**config.mk**
```make
export PLATFORM = sky130hd
export DESIGN_NAME = cfg_spi_regbank
export DESIGN_NICKNAME = d
export VERILOG_FILES = /design/src/rtl/cfgbank_pkg.sv /design/src/rtl/cfgbank_sync.sv /design/src/rtl/cfgbank_shifter.sv /design/src/rtl/cfgbank_regs.sv /design/src/rtl/cfg_spi_regbank.sv
export SDC_FILE = /design/constraint.sdc
export NUM_CORES = 1
export LEC_CHECK = 0
export BUFFER_PORTS_ARGS = -buffer_cell sky130_fd_sc_hd__buf_4
export CAP_MARGIN = 5
export CORE_MARGIN = 5
export CORE_UTILIZATION = 52
export CTS_CLUSTER_DIAMETER = 150
export DETAILED_ROUTE_END_ITERATION = 12
export HOLD_SLACK_MARGIN = 0.05
export PLACE_DENSITY = 0.78
export SLEW_MARGIN = 20
export SYNTH_ARGS = -nofsm -noshare
export SYNTH_HDL_FRONTEND = slang
export SYNTH_SLANG_ARGS = --single-unit
```
**constraint.sdc**
```tcl
create_clock -name clk -period 5.15 [get_ports clk]
set_clock_uncertainty 0.1 [all_clocks]
set_input_delay 0.2575 -clock clk [delete_from_list [all_inputs] [get_ports clk]]
set_output_delay 0.2575 -clock clk [all_outputs]
set_load 0.02 [all_outputs]
```
**src/rtl/cfgbank_pkg.sv**
```systemverilog
package cfgbank_pkg;

    localparam int NREG       = 11;
    localparam int DATA_W     = 8;
    localparam int ADDR_W     = 5;
    localparam int PREFIX_W   = 3;
    localparam int FRAME_BITS = PREFIX_W + ADDR_W + DATA_W;
    localparam int CNT_W      = $clog2(FRAME_BITS + 1);
    localparam int FLAT_W     = NREG * DATA_W;

    localparam logic [PREFIX_W-1:0] CMD_TAG = 3'b100;

    localparam int IDX_CTRL       = 8;
    localparam int IDX_AIF        = 9;
    localparam int CTRL_OFF_BIT   = 3;
    localparam int CTRL_DIV_LSB   = 0;
    localparam int AIF_SLOT_BIT   = 6;
    localparam int AIF_MASTER_BIT = 4;
    localparam int AIF_SHORT_BIT  = 0;

    typedef logic [DATA_W-1:0] cfg_byte_t;

    typedef struct packed {
        logic              vld;
        logic [ADDR_W-1:0] addr;
        cfg_byte_t         data;
    } wr_req_t;

    typedef enum logic [1:0] {
        FR_IDLE  = 2'd0,
        FR_SHIFT = 2'd1,
        FR_DONE  = 2'd2
    } frame_st_t;

    typedef enum logic [1:0] {
        DIV_BY1 = 2'd0,
        DIV_BY2 = 2'd1,
        DIV_BY4 = 2'd2
    } div_log2_t;

    function automatic cfg_byte_t reg_default(input int idx, input logic ss_lvl,
                                              input logic sck_lvl);
        cfg_byte_t v;
        case (idx)
            0:       v = 8'h48;
            1:       v = 8'h8F;
            2:       v = 8'hF0;
            5:       v = 8'h82;
            8:       v = {7'b000_0000, ~ss_lvl};
            9:       v = {7'b001_0010, ~sck_lvl};
            default: v = 8'h00;
        endcase
        return v;
    endfunction

    function automatic logic frame_ok(input logic [FRAME_BITS-1:0] w);
        logic tag_ok;
        logic idx_ok;
        tag_ok = (w[FRAME_BITS-1 -: PREFIX_W] == CMD_TAG);
        idx_ok = (int'(w[DATA_W +: ADDR_W]) < NREG);
        return tag_ok && idx_ok;
    endfunction

    function automatic div_log2_t div_decode(input logic [1:0] code);
        div_log2_t d;
        case (code)
            2'b01:   d = DIV_BY2;
            2'b11:   d = DIV_BY4;
            default: d = DIV_BY1;
        endcase
        return d;
    endfunction

endpackage

```
**src/rtl/cfgbank_sync.sv**
```systemverilog
module cfgbank_sync #(
    parameter int WIDTH  = 1,
    parameter int STAGES = 2
) (
    input  logic             clk,
    input  logic [WIDTH-1:0] d,
    output logic [WIDTH-1:0] q
);
    logic [WIDTH-1:0] chain [STAGES];

    always_ff @(posedge clk) chain[0] <= d;

    genvar g;
    generate
        for (g = 1; g < STAGES; g++) begin : g_stage
            always_ff @(posedge clk) chain[g] <= chain[g-1];
        end
    endgenerate

    assign q = chain[STAGES-1];
endmodule

```
**src/rtl/cfgbank_shifter.sv**
```systemverilog
module cfgbank_shifter
    import cfgbank_pkg::*;
(
    input  logic             clk,
    input  logic             rst,
    input  logic             ss_s,
    input  logic             sck_s,
    input  logic             mosi_s,
    output wr_req_t          wr_q,
    output logic [CNT_W-1:0] bit_cnt
);
    localparam logic [CNT_W-1:0] LAST_BIT = CNT_W'(FRAME_BITS - 1);

    frame_st_t                   state;
    logic                        sck_q;
    logic [FRAME_BITS-2:0]       sh;
    logic                        sck_rise;
    logic [FRAME_BITS-1:0]       word;

    assign sck_rise = sck_s & ~sck_q;
    assign word     = {sh, mosi_s};

    always_ff @(posedge clk) begin
        if (rst) begin
            state   <= FR_IDLE;
            sck_q   <= 1'b0;
            sh      <= '0;
            bit_cnt <= '0;
            wr_q    <= '0;
        end else begin
            sck_q    <= sck_s;
            wr_q.vld <= 1'b0;
            if (ss_s) begin
                state   <= FR_IDLE;
                bit_cnt <= '0;
            end else begin
                case (state)
                    FR_IDLE: begin
                        state   <= FR_SHIFT;
                        bit_cnt <= '0;
                    end
                    FR_SHIFT: begin
                        if (sck_rise) begin
                            sh      <= word[FRAME_BITS-2:0];
                            bit_cnt <= bit_cnt + 1'b1;
                            if (bit_cnt == LAST_BIT) begin
                                state     <= FR_DONE;
                                wr_q.vld  <= frame_ok(word);
                                wr_q.addr <= word[DATA_W +: ADDR_W];
                                wr_q.data <= word[DATA_W-1:0];
                            end
                        end
                    end
                    default: state <= FR_DONE;
                endcase
            end
        end
    end
endmodule

```
**src/rtl/cfgbank_regs.sv**
```systemverilog
module cfgbank_regs
    import cfgbank_pkg::*;
(
    input  logic              clk,
    input  logic              rst,
    input  logic              strap_ss,
    input  logic              strap_sck,
    input  wr_req_t           wr,
    output logic [FLAT_W-1:0] flat
);
    genvar g;
    generate
        for (g = 0; g < NREG; g++) begin : g_reg
            cfg_byte_t r;
            always_ff @(posedge clk) begin
                if (rst)
                    r <= reg_default(g, strap_ss, strap_sck);
                else if (wr.vld && (wr.addr == ADDR_W'(g)))
                    r <= wr.data;
            end
            assign flat[g*DATA_W +: DATA_W] = r;
        end
    endgenerate
endmodule

```
**src/rtl/cfg_spi_regbank.sv**
```systemverilog
module cfg_spi_regbank
    import cfgbank_pkg::*;
(
    input  logic              clk,
    input  logic              rst,
    input  logic              strap_en,
    input  logic              spi_ss_n,
    input  logic              spi_sck,
    input  logic              spi_mosi,
    output logic [FLAT_W-1:0] cfg_flat,
    output logic              conv_off,
    output logic [1:0]        div_log2,
    output logic              slot_second,
    output logic              bus_master,
    output logic              short_sync
);
    logic [2:0]       pins_s;
    logic             ss_s;
    logic             sck_s;
    logic             mosi_s;
    logic             strap_ss;
    logic             strap_sck;
    wr_req_t          wr_q;
    logic [CNT_W-1:0] bit_cnt;
    cfg_byte_t        ctrl_b;
    cfg_byte_t        aif_b;

    cfgbank_sync #(.WIDTH(3), .STAGES(2)) u_sync (
        .clk (clk),
        .d   ({spi_ss_n, spi_sck, spi_mosi}),
        .q   (pins_s)
    );
    assign {ss_s, sck_s, mosi_s} = pins_s;

    always_ff @(posedge clk) begin
        if (rst && strap_en) begin
            strap_ss  <= ss_s;
            strap_sck <= sck_s;
        end
    end

    cfgbank_shifter u_shift (
        .clk     (clk),
        .rst     (rst),
        .ss_s    (ss_s),
        .sck_s   (sck_s),
        .mosi_s  (mosi_s),
        .wr_q    (wr_q),
        .bit_cnt (bit_cnt)
    );

    cfgbank_regs u_regs (
        .clk       (clk),
        .rst       (rst),
        .strap_ss  (strap_ss),
        .strap_sck (strap_sck),
        .wr        (wr_q),
        .flat      (cfg_flat)
    );

    assign ctrl_b      = cfg_flat[IDX_CTRL*DATA_W +: DATA_W];
    assign aif_b       = cfg_flat[IDX_AIF*DATA_W +: DATA_W];
    assign conv_off    = ctrl_b[CTRL_OFF_BIT];
    assign div_log2    = div_decode(ctrl_b[CTRL_DIV_LSB +: 2]);
    assign slot_second = aif_b[AIF_SLOT_BIT];
    assign bus_master  = aif_b[AIF_MASTER_BIT];
    assign short_sync  = aif_b[AIF_SHORT_BIT];
endmodule

```
## Word level (Yosys, flattened, before mapping)

Memory sizes are Yosys's and may differ from the RTL's.
Cells that the tools add are included.

- Flip-flop bits (word level): 127
- Bits in latches: 0
- Bits in read-only memories: 0
- Memory bits (writable): 6
- Word-level logic and storage cells: 84
- Memories: 1

- Mux-type cells: 10
- Div/mod/pow operators: 0
- Magnitude comparators: 1
- $add $sub $neg: 1
- Equality and inequality tests: 17
- Reduce and logical (&&, ||, !) cells: 24
- Bitwise operators: 8
- Shifts and indexed selects: 0
- Multiply operators: 0

Memories:

| name | depth | width | read ports | clocked after Yosys merged registers in | wr ports | line | text |
|---|---|---|---|---|---|---|---|
| u_sync.chain | 2 | 3 | 2 | 0 | 2 | cfgbank_sync.sv:9 | `logic [WIDTH-1:0] chain [STAGES];` |

Operator list:

| kind | number |
|---|---|
| $eq A5 B3 Y1 const B | 4 |
| $eq A5 B4 Y1 const B | 4 |
| $logic_and A1 B1 Y1 | 13 |
| $eq A5 B2 Y1 const B | 2 |
| $pmux W5 S2 | 1 |
| $pmux W2 S2 | 2 |
| $not A1 Y1 | 7 |
| $reduce_bool A2 Y1 | 3 |
| $add A5 B1 Y5 const B | 1 |
| $eq A5 B1 Y1 const B | 1 |
| $logic_not A5 Y1 | 1 |
| $lt A5 B4 Y1 const B | 1 |
| $mux W5 | 1 |
| $reduce_or A5 Y1 | 1 |
| $eq A2 B1 Y1 const B | 2 |
| $mux W1 | 4 |
| $mux W2 | 2 |
| $ne A2 B1 Y1 const B | 2 |
| $reduce_and A2 Y1 | 2 |
| $reduce_and A4 Y1 | 1 |
| $eq A3 B3 Y1 const B | 1 |
| $reduce_and A3 Y1 | 1 |
| $eq A2 B2 Y1 const B | 1 |
| $logic_not A2 Y1 | 1 |
| 2 further kinds | 2 |

## Depth between registers and ports, before layout

- Word-level depth: 4
- Depth in mapped cells: 8

## Hierarchy

From an unflattened synthesis, not the netlist that was laid out.

- Cells, all modules: 511
- Area total of the unflattened synthesis: 5231.3 um^2

Modules (own cells, without submodules):

| module | area an instance (um^2) | instances | cells an instance | seq. area each (um^2) |
|---|---|---|---|---|
| cfgbank_regs | 3488.3 | 1 | 317 | 1781.7 |
| cfgbank_shifter | 1487.7 | 1 | 176 | 740.7 |
| cfgbank_sync | 142.6 | 1 | 9 | 120.1 |
| cfg_spi_regbank | 112.6 | 1 | 9 | 60.1 |

## Worst setup path after synthesis

No wires, ideal clock.

- Path type: reg2reg
- From: reg u_shift.bit_cnt[0]
- To: reg, netlist name u_shift.wr_q[0]
- Data arrival time: 1595 ps
- Data required time: 4922 ps
- Library setup time: 128 ps
- Setup slack: 3327 ps
- Stages on the path, launching flop included: 9
- Clock period less this slack: 1823 ps
- Cell sequence: dfxtp_1 > ha_1 > and3_1 > ha_1 > or3b_1 > buf_6 > buf_12 > mux2i_1 > nor2_1

- Cells in the longest elaborated chain, start to end: 2

Ends and longest elaborated chain:

| element | line | text |
|---|---|---|
| start: declaration | cfgbank_shifter.sv:10 | `output logic [CNT_W-1:0] bit_cnt` |
| start signal: assignment | cfgbank_shifter.sv:45 | `bit_cnt <= bit_cnt + 1'b1;` |
| $eq A5 B4 Y1 | cfgbank_shifter.sv:46 | `if (bit_cnt == LAST_BIT) begin` |
| $reduce_and A4 Y1 (no line) | n/a |  |

Every way passes these cells.
A chain may end at the register's enable or synchronous reset.

## Worst setup path after layout

- From: reg u_shift.bit_cnt[0]
- To: reg, netlist name u_shift.wr_q[0]

- Cells in the longest elaborated chain, start to end: 2

Ends and longest elaborated chain:

| element | line |
|---|---|
| $eq A5 B4 Y1 | cfgbank_shifter.sv:46 |
| $reduce_and A4 Y1 (no line) | n/a |

Every way passes these cells.

==> impl_metrics.json <==
{
  "gp_congestion": 0.833,
  "wl_per_cell_um": 15.8,
  "start_util_pct": 53.1,
  "switching_share_pct": 21.4,
  "nFillCells": 691,
  "p_per_area_nw_per_um2": 360,
  "cts_resized": 0,
  "dr.pass1.iters": 5,
  "fin_setup_tns_ns": 0,
  "p_seq_share_pct": 46.2,
  "maxCapViolCount": 0,
  "syn_area_sq_um": 4910,
  "synthDistinctLibCells": 39,
  "synth.avg_cell_area_sq_um": 9.87,
  "grt_pass1_vias": 3597,
  "async_reset_ff_share_pct": 0,
  "crit_buf_inv": 0,
  "arrival_ns": 2.47,
  "max_stage_delay_ns": 0.69,
  "post-route-period-util_pct": 42.5,
  "clkTransAtPathRegs_ns": 0.06,
  "rows": 35,
  "cts_root_buf": "clkbuf_8",
  "die_h_um": 107,
  "final_common_cell": "dfxtp_1",
  "drv_slew": 0,
  "layout_min_cycle_time_ns": 2.19,
  "core-area_sq_um": 9240,
  "clock_path_buffers": 2,
  "power_frac_clock_pct": 52.3,
  "drt_first_iter_violations": 212,
  "grtUsageTotal_pct": 20.5,
  "grt.overflow.total": 0,
  "io_pins": 100,
  "ant_nets": 0,
  "syn-num-nets": 505,
  "hold_violations": 0,
  "netlist_instances": 497,
  "internal_power_mw": 1.77,
  "fin_nets": 590,
  "cts_setup_buffers": 0,
  "worst_setup_path_start_kind": "register",
  "outcome": "finished clean",
  "mostFrequentLayoutCells": "129 x dfxtp_1, 101 x nor2_1, 101 x buf_4",
  "required_ns": 5.43,
  "relSlewSlack_pct": 35.0,
  "routed_wl_mm": 11.4,
  "die_w_um": 107,
  "synth-main-ff-cell": "dfxtp_1",
  "fin_total_pwr_mw": 2.26,
  "antenna_found_initial": 0,
  "rsz0062_at_grt": "false",
  "cts_tree": "built",
  "cp_max_fo": 14,
  "antenna_cells": 0,
  "io_buffers": 99,
  "clk_latency_ns": 0.52,
  "power_frac_comb_pct": 1.5,
  "path_class": "reg2reg",
  "synthToLayoutAreaGrowth_pct": 27.6,
  "synth_edf_count": 4,
  "htreeDepth": 4,
  "cts-buffers-inserted": 17,
  "yosys_warnings": 0,
  "worst_pin_slew_ns": 0.971,
  "grt_max_degree": 72,
  "drcViolationCount": 0,
  "setup_viol": 0,
  "vias_per_cell": 5.15,
  "dp_hpwl_mm": 7.50,
  "leakage_nw": 3.01,
  "cp_top_family": "simple AND/OR/NAND/NOR gates",
  "drive_above_1_share_pct": 24.4,
  "cp_cell_sequence": "ha_1 -> and3_1 -> ha_1 -> or3b_1 -> mux2i_1 -> nor2_1",
  "path_common_cell": "ha_1",
  "die-area_sq_um": 11500,
  "hp-class": "in2reg",
  "slowest_stage": "or3b_1",
  "cp-end-kind": "register",
  "grt_first_pass_wirelength_mm": 18.1,
  "num_vias": 3727,
  "ir_drop_uv": 247,
  "max_freq_mhz": 457,
  "ys_seq_area_share_pct": 55.1,
  "switching_power_mw": 0.483,
  "synth-seq-cells": 133,
  "cts_sinks": 133
}
==> cells in the mapped netlist, types with 2 or more instances <==
cell / n / area [sq um]
dfxtp_1: 129 / 2580
nor2_1: 101 / 379
mux2i_1: 76 / 761
nand2_1: 42 / 158
a21oi_1: 30 / 150
clkbuf_1: 25 / 93.8
a211o_1: 13 / 114
inv_1: 11 / 41.3
nand3_1: 11 / 55.1
buf_2: 7 / 35.0
nor2b_1: 6 / 37.5
nand4_2: 5 / 62.6
buf_4: 4 / 30.0
edfxtp_1: 4 / 120
and2_1: 3 / 18.8
a31oi_1: 2 / 12.5
ha_1: 2 / 25.0
nand2b_1: 2 / 12.5
nand3_2: 2 / 20.0
nor3_1: 2 / 10.0
or4_1: 2 / 15.0
==> what timing repair did <==
| action | 4_1_cts | 5_1_grt |
|---|---|---|
| setup endpoints to repair | 0 | 0 |
| endpoints found under the hold margin | 5 | 0 |
| hold buffers | 4 | 0 |
==> stage by stage <==
step	cells	hold WS (ns)	util [%]	setup WS [ns]	instance area, sq um
floorplan	497	0.185	-	3.33	4910
global placement	688	0.211	60.9	2.97	5630
detailed placement	688	0.213	60.9	2.94	5630
CTS	724	0.0801	67.8	2.96	6260
global route	724	0.121	67.8	2.81	6260
finish	724	0.0953	67.8	2.96	6260
==> per-layer routing <==
layer,up-vias,GRT usage (%),routed length [um]
li1,1839,-,-
met1,1754,25.2,4730
met2,123,34.5,5780
met3,11,4.39,804
met4,0,9.04,116
met5,-,0,0
==> final timing paths <==
path                       from              endpoint  slack, ns  cells past startpoint
min reg2reg  u_sync.chain[0][2]    u_sync.chain[0][5]       0.23                      0
max          u_shift.bit_cnt[0]       u_shift.wr_q[0]       2.96                      6
max reg2reg  u_shift.bit_cnt[0]       u_shift.wr_q[0]       2.96                      6
min                         rst  u_regs.g_reg[0].r[4]        0.1                      2
==> registers in the layout (all words and copies together) (netlist names) <==
register / count
u_shift.sh: 15
u_regs.g.r: 88
strap_ss: 1
u_shift.sck_q: 1
u_shift.state: 2
u_sync.chain: 6
strap_sck: 1
u_shift.bit_cnt: 5
u_shift.wr_q: 14
==> area by class of cell <==
cell class	count	area, sq um	area share, %
inverters	11	41.3	0.659
well taps	129	161	2.58
repair buffers	105	798	12.7
multi-input cells	314	1970	31.4
flip-flops and latches	133	2700	43.2
clock buffers	19	443	7.07
clock inverters	13	146	2.34
==> cell families (layout without fill, tap and decap cells) <==
logic type / after synthesis / after routing / synth area share, %
mux: 76 / 76 / 15.5
fa+ha+maj: 2 / 2 / 0.510
buf+inv: 50 / 148 / 4.82
compound gates: 50 / 50 / 6.53
flops: 133 / 133 / 55.1
simple gates: 186 / 186 / 17.6
==> power by group through the flow <==
stage	registers (mW)	clock network (mW)	logic, mW
final	1.04	1.18	0.0344
after global placement	1.07	0	0.0317
after global routing	1.04	1.25	0.0379
after CTS	1.04	1.20	0.0345
after floorplan	1.07	0	0.0230
after detailed placement	1.07	0	0.0322
(Power assumes the default switching activity.)
